File: config.mk
export PLATFORM = sky130hd
export DESIGN_NAME = irqmap_top
export DESIGN_NICKNAME = d
export VERILOG_FILES = /design/src/rtl/irqmap_pkg.sv /design/src/rtl/irqmap_pending.sv /design/src/rtl/irqmap_ctrl.sv /design/src/rtl/irqmap_route.sv /design/src/rtl/irqmap_prio.sv /design/src/rtl/irqmap_top.sv
export SDC_FILE = /design/constraint.sdc
export NUM_CORES = 1
export LEC_CHECK = 0
export BUFFER_PORTS_ARGS = -buffer_cell sky130_fd_sc_hd__buf_2
export CORE_MARGIN = 2
export CORE_UTILIZATION = 39
export DETAILED_ROUTE_END_ITERATION = 12
export PLACE_DENSITY_LB_ADDON = 0.12
export SLEW_MARGIN = 20
export SYNTH_ARGS = -nofsm -noshare
export SYNTH_HDL_FRONTEND = slang
export SYNTH_SLANG_ARGS = --single-unit
export TNS_END_PERCENT = 20
File: constraint.sdc
create_clock -name clk -period 1.6 [get_ports clk]
set_clock_uncertainty 0.15 [all_clocks]
set_input_delay 0.08 -clock clk [delete_from_list [all_inputs] [get_ports clk]]
set_output_delay 0.08 -clock clk [all_outputs]
set_load 0.02 [all_outputs]
File: src/rtl/irqmap_pkg.sv
package irqmap_pkg;

    localparam int SRC_N  = 8;
    localparam int LVL_N  = 16;
    localparam int LVL_W  = $clog2(LVL_N);
    localparam int REG_W  = 8;
    localparam int EN_BIT = 0;

    localparam logic [REG_W-1:0] CTRL_RST  = 8'h01;
    localparam logic [REG_W-1:0] CTRL_KEEP = 8'hBF;

    typedef logic [REG_W-1:0] ctrl_t;
    typedef logic [SRC_N-1:0] src_vec_t;
    typedef logic [LVL_N-1:0] lvl_vec_t;

    typedef struct packed {
        logic        sel;
        logic        wr;
        ctrl_t       data;
    } reg_wr_t;

    // Fixed steering of request bit to processor level; 0 means unconnected.
    function automatic logic [LVL_W-1:0] src_level(input int idx);
        case (idx)
            1:       return LVL_W'(1);
            2:       return LVL_W'(4);
            3:       return LVL_W'(6);
            4:       return LVL_W'(8);
            5:       return LVL_W'(10);
            7:       return LVL_W'(14);
            default: return '0;
        endcase
    endfunction

endpackage

File: src/rtl/irqmap_pending.sv
module irqmap_pending
    import irqmap_pkg::*;
#(
    parameter int N = SRC_N
) (
    input  logic         clk,
    input  logic         rst,
    input  logic [N-1:0] req_i,
    output logic [N-1:0] pend_o
);

    logic [N-1:0] live_mask;
    logic [N-1:0] pend_q;

    // A line is live only if it is steered to a non-zero level.
    for (genvar s = 0; s < N; s++) begin : g_mask
        assign live_mask[s] = (src_level(s) != '0);
    end

    always_ff @(posedge clk) begin
        if (rst) begin
            pend_q <= '0;
        end else begin
            pend_q <= req_i & live_mask;
        end
    end

    assign pend_o = pend_q;

endmodule

File: src/rtl/irqmap_ctrl.sv
module irqmap_ctrl
    import irqmap_pkg::*;
(
    input  logic    clk,
    input  logic    rst,
    input  reg_wr_t bus_i,
    output ctrl_t   ctrl_o
);

    ctrl_t ctrl_q;

    always_ff @(posedge clk) begin
        if (rst) begin
            ctrl_q <= CTRL_RST;
        end else if (bus_i.sel && bus_i.wr) begin
            ctrl_q <= bus_i.data & CTRL_KEEP;
        end
    end

    assign ctrl_o = ctrl_q;

endmodule

File: src/rtl/irqmap_route.sv
module irqmap_route
    import irqmap_pkg::*;
#(
    parameter int NS = SRC_N,
    parameter int NL = LVL_N
) (
    input  logic [NS-1:0] pend_i,
    input  logic          enable_i,
    output logic [NL-1:0] lvl_o
);

    logic [NL-1:0][NS-1:0] hit;

    for (genvar l = 0; l < NL; l++) begin : g_lvl
        if (l == 0) begin : g_null
            // Level 0 is the "no interrupt" code and is never driven.
            assign hit[l]  = '0;
            assign lvl_o[l] = 1'b0;
        end else begin : g_real
            for (genvar s = 0; s < NS; s++) begin : g_src
                assign hit[l][s] = pend_i[s] && (src_level(s) == LVL_W'(l));
            end
            assign lvl_o[l] = enable_i && (|hit[l]);
        end
    end

endmodule

File: src/rtl/irqmap_prio.sv
module irqmap_prio
    import irqmap_pkg::*;
#(
    parameter int NL = LVL_N,
    localparam int W = $clog2(NL)
) (
    input  logic          clk,
    input  logic          rst,
    input  logic [NL-1:0] lvl_i,
    output logic [W-1:0]  top_o
);

    logic [W-1:0] top_d;
    logic [W-1:0] top_q;

    always_comb begin
        top_d = '0;
        for (int i = 0; i < NL; i++) begin
            if (lvl_i[i]) begin
                top_d = W'(i);
            end
        end
    end

    always_ff @(posedge clk) begin
        if (rst) begin
            top_q <= '0;
        end else begin
            top_q <= top_d;
        end
    end

    assign top_o = top_q;

endmodule

File: src/rtl/irqmap_top.sv
module irqmap_top
    import irqmap_pkg::*;
(
    input  logic             clk,
    input  logic             rst,
    input  logic [SRC_N-1:0] req_i,
    input  logic             sel_i,
    input  logic             wr_i,
    input  logic [REG_W-1:0] wdata_i,
    output logic [REG_W-1:0] rdata_o,
    output logic [LVL_N-1:0] lvl_o,
    output logic [LVL_W-1:0] top_o
);

    reg_wr_t  bus;
    ctrl_t    ctrl;
    src_vec_t pend;
    lvl_vec_t lvl;

    assign bus.sel  = sel_i;
    assign bus.wr   = wr_i;
    assign bus.data = wdata_i;

    irqmap_ctrl u_ctrl (
        .clk    (clk),
        .rst    (rst),
        .bus_i  (bus),
        .ctrl_o (ctrl)
    );

    irqmap_pending #(.N(SRC_N)) u_pend (
        .clk    (clk),
        .rst    (rst),
        .req_i  (req_i),
        .pend_o (pend)
    );

    irqmap_route #(.NS(SRC_N), .NL(LVL_N)) u_route (
        .pend_i   (pend),
        .enable_i (ctrl[EN_BIT]),
        .lvl_o    (lvl)
    );

    irqmap_prio #(.NL(LVL_N)) u_prio (
        .clk   (clk),
        .rst   (rst),
        .lvl_i (lvl),
        .top_o (top_o)
    );

    assign rdata_o = ctrl;
    assign lvl_o   = lvl;

endmodule

# Yosys cells after proc, flatten, opt, wreduce, memory -nomap -nowiden
# Index checks and enable logic that the tools add are counted.
# totals
reg_bits	17
input_bits	20
out_inout_bits	28
wordCells	18
# classes
n_mux	6
reduce_logical	8
# op_table
cell	count
$mux 4	3
$logic_and 1x1->1	7
$mux 3	2
$reduce_or 6->1	1
$mux 1	1

# Logic depth before layout (Yosys ltp)
# depth
word_depth	7
depth_mapped	4
depth_no_buf	3

# Cells and area by module
# Synthesis repeated with hierarchy kept, for this count alone.
# unflattened
hier_cells	94
hier_area_um2	845.8
# by_module_without_submodules
module	instances	cells_per_inst	area_per_inst_um2	seq_area_each_um2
irqmap_ctrl	1	33	320.3	140.1
irqmap_prio	1	29	232.7	80.1
irqmap_pending	1	15	176.4	120.1
irqmap_route	1	17	116.4	0.0

# Worst setup path after synthesis
# No wires, ideal clock.
# synth_path
path_type	reg-to-reg
from	register u_ctrl.ctrl_q[0] (netlist: u_ctrl.ctrl_o[0])
to	register u_prio.top_q[1] (netlist: u_prio.top_o[1])
setup_time_ns	0.066
arrival_ns	0.908
required_ns	1.384
path_slack_ns	0.476
path_stages_with_launch	4
path_buffers	0
synth_period_minus_slack_ns	1.124
path_cell_list	dfxtp_1 > and2_1 > nand2b_1 > a21oi_2
# synth_between
elab_chain_len	5
elab_cells_between_ends	8
classes_between	4 x mux; 4 x reduce/logical
# synth_lines
item	line_no	text
start, declared	irqmap_ctrl.sv:10	ctrl_t ctrl_q;
start signal, assigned	irqmap_ctrl.sv:16	ctrl_q <= bus_i.data & CTRL_KEEP;
$logic_and 1x1->1	irqmap_route.sv:23	assign lvl_o[l] = enable_i && (|hit[l]);
net lvl_o[6]	irqmap_top.sv:11	output logic [LVL_N-1:0] lvl_o,
$mux 3	irqmap_prio.sv:19	if (lvl_i[i]) begin
$mux 4 (3 in a row)	irqmap_prio.sv:19	
end signal, assigned	irqmap_prio.sv:29	top_q <= top_d;
end, declared	irqmap_prio.sv:14	logic [W-1:0] top_q;
# The timed path passes the listed nets, and every way through them passes these cells.
# A chain may end at the register's enable or synchronous reset.

# Worst setup path after layout
# layout_path
from	input port rst
to	register u_pend.pend_q[7] (netlist: u_pend.pend_o[7])
# layout_rtl
item	line_no	text
start, declared	irqmap_top.sv:5	input logic rst,
end signal, assigned	irqmap_pending.sv:24	pend_q <= req_i & live_mask;
end, declared	irqmap_pending.sv:13	logic [N-1:0] pend_q;
# No word-level cell between the ends.

==> qor.yml <==
ant_nets: 0
synthAdderAreaFrac: 0
dpl-instance-area_um2: 833
setup_viol: 0
status: "completed"
critPathLaunch: "rst"
rsz0062_at_grt: "no"
yosys.area.top_type_share: 0.475
routed_wl_mm: 1.41
cts_tree: "built"
cts.sinks: 17
hold_class: "primary input to register"
synth-xor-area-share: 0
ys_warn_count: 0
min-delay-start: "wr_i"
htree_levels: 1
synth-compound-area-share: 0.0977
period_share: 0.930
antenna_found_initial: 0
fp-row-count: 15
core_mm2: 0.00173
port_buffers: 33
final_max_slew_viol_count: 0
num_vias: 637
post-route-min-period_ns: 1.49
dr.pass1.iters: 4
max_freq_mhz: 672
syn_inst: 77
cp-start-kind: "primary input"
wire_per_inst_um: 9.08
die_width_um: 46.9
syn_area_um2: 717
power.leakage_nw: 0.507
grt_first_pass_wirelength_mm: 2.08
powerDensity_mw_per_mm2: 812
tns_ns: 0
yosysSeqAreaShare: 0.475
postLayoutCellArea_mm2: 0.00107
arrival_ns: 1.52
synth_cell_type_count: 23
crit_path_max_fanout: 17
cts_root_buf: "clkbuf_4"
finalHoldViolCount: 0
fin_nets: 151
holdPathStages: 3
synth_area_leaders: "dfxtp_1 (47%), buf_4 (13%), a21oi_1 (5.6%)"
synth-simple-area-share: 0.253
grt_pass1_vias: 531
num_antenna_cells: 0
cts_made_buffers: 3
path_class: "primary input to register"
grt_max_degree: 18
io-pin-count: 48
r2r_cells: 3
nFillCells: 178
avgSynthCellArea_um2: 9.31
r2r_start: "u_ctrl.ctrl_o[0]"
pre_cts_ws_ns: 0.453
initial_core_util: 0.415
cp.required_ns: 1.63
die_area_mm2: 0.00220
dieHeight_um: 46.9
cts_buffer_depth: 2
drtIter0Drc: 4
clk_latency_ns: 0.28
drive_gt1_frac: 0.323
clkTransAtPathRegs_ns: 0.09
globalRouteOverflowTotal: 0
cts_setup_buffers: 0
drcViolationCount: 0
syn2layout_area_growth_pct: 49.2
dp_hpwl_um: 908
ys_ff_latch: 17
synth_top_family_by_area: "simple AND/OR/NAND/NOR gates"
gr-usage-all-layers: 0.139
viasPerCell: 4.11
yosys.area.top_type: "dfxtp_1"
synthMuxAreaShare: 0
drv_cap: 0
ir_drop_v: 0.000439
worst_setup_path_end_kind: "register"
worst_slack_ns: 0.112
routabilityCongestion: 0.694
==> metrics by stage <==
step | hold slack (ns) | power (mW) | util | cells
6_report | 0.0974 | 0.868 | 0.620 | 155
2_1_floorplan | 0.00161 | 0.600 | - | 87
3_3_place_gp | 0.138 | 0.622 | 0.483 | 130
4_1_cts | 0.0805 | 0.883 | 0.620 | 155
5_1_grt | 0.0998 | 0.923 | 0.620 | 155
3_5_place_dp | 0.143 | 0.624 | 0.483 | 130
==> cell usage in the layout, fill, tap and decap left out <==
cell	n
nand2b_1	1
and2_1	3
o21a_1	1
dfxtp_1	17
conb_1	11
nor2b_1	6
nand2_2	1
and2_4	2
o21ai_0	1
and3_1	1
nor2_1	1
dlygate4sd3_1	21
nor4_1	1
nor2_4	1
clkbuf_4	3
a211o_1	1
nand2_1	7
nand3_1	6
buf_2	33
a21oi_2	1
inv_1	1
and3_4	1
clkbuf_1	1
a21oi_1	8
==> final timing paths <==
check	endpoint	slack, ns
max reg2reg	u_prio.top_o[0]	0.44
min	u_ctrl.ctrl_o[0]	0.1
min reg2reg	u_ctrl.ctrl_o[4]	0.31
max	u_pend.pend_o[7]	0.11
==> timing repair <==
item                                   CTS  global route
endpoints found under the hold margin   14             0
hold buffers                            21             0
resized for setup                        0             0
==> registers in the layout, indices dropped and copies added (netlist names) <==
name           flops
u_prio.top_o       4
u_pend.pend_o      6
u_ctrl.ctrl_o      7
==> power breakdown <==
| part | leakage (nW) | switching (mW) | internal, mW |
|---|---|---|---|
| Combinational | 0.352 | 0.105 | 0.0873 |
| Clock | 0.0150 | 0.121 | 0.0967 |
| Sequential | 0.140 | 0.0119 | 0.446 |
| Total | 0.507 | 0.238 | 0.630 |
==> final cells by class <==
| class | instances | area [um^2] | area share |
|---|---|---|---|
| Timing Repair Buffer | 54 | 375 | 0.351 |
| Sequential cell | 17 | 340 | 0.318 |
| Multi-Input combinational cell | 54 | 293 | 0.274 |
| Tap cell | 25 | 31.3 | 0.0292 |
| Clock buffer | 4 | 26.3 | 0.0246 |
| Inverter | 1 | 3.75 | 0.00351 |
==> cells in the mapped netlist, drive strengths merged <==
master and number:
nor4 1, a21oi 9, and2 5, nand2 8
conb 1, dfxtp 17, and3 2, nand2b 1
a211o 1, nand3 6, o21a 1, nor2b 6
buf 15, nor2 2, inv 1, o21ai 1
==> per-layer routing <==
metal,wire length (um),global-route usage
met1,614,0.152
met2,688,0.230
met4,10,0.0833
met3,94,0.0500
met5,0,0
==> kinds of logic after synthesis <==
family,Yosys count
flip-flops,17
AO/OA/AOI/OAI,12
buffers and inverters,16
other,1
AND/OR/NAND/NOR,31
==> critical path, cell delays in order <==
cell and delay (ns):
dlygate4sd3_1 0.52, buf_2 0.28, nor2b_1 0.08, dlygate4sd3_1 0.55
Note: power is estimated with default switching activity, not from simulation.
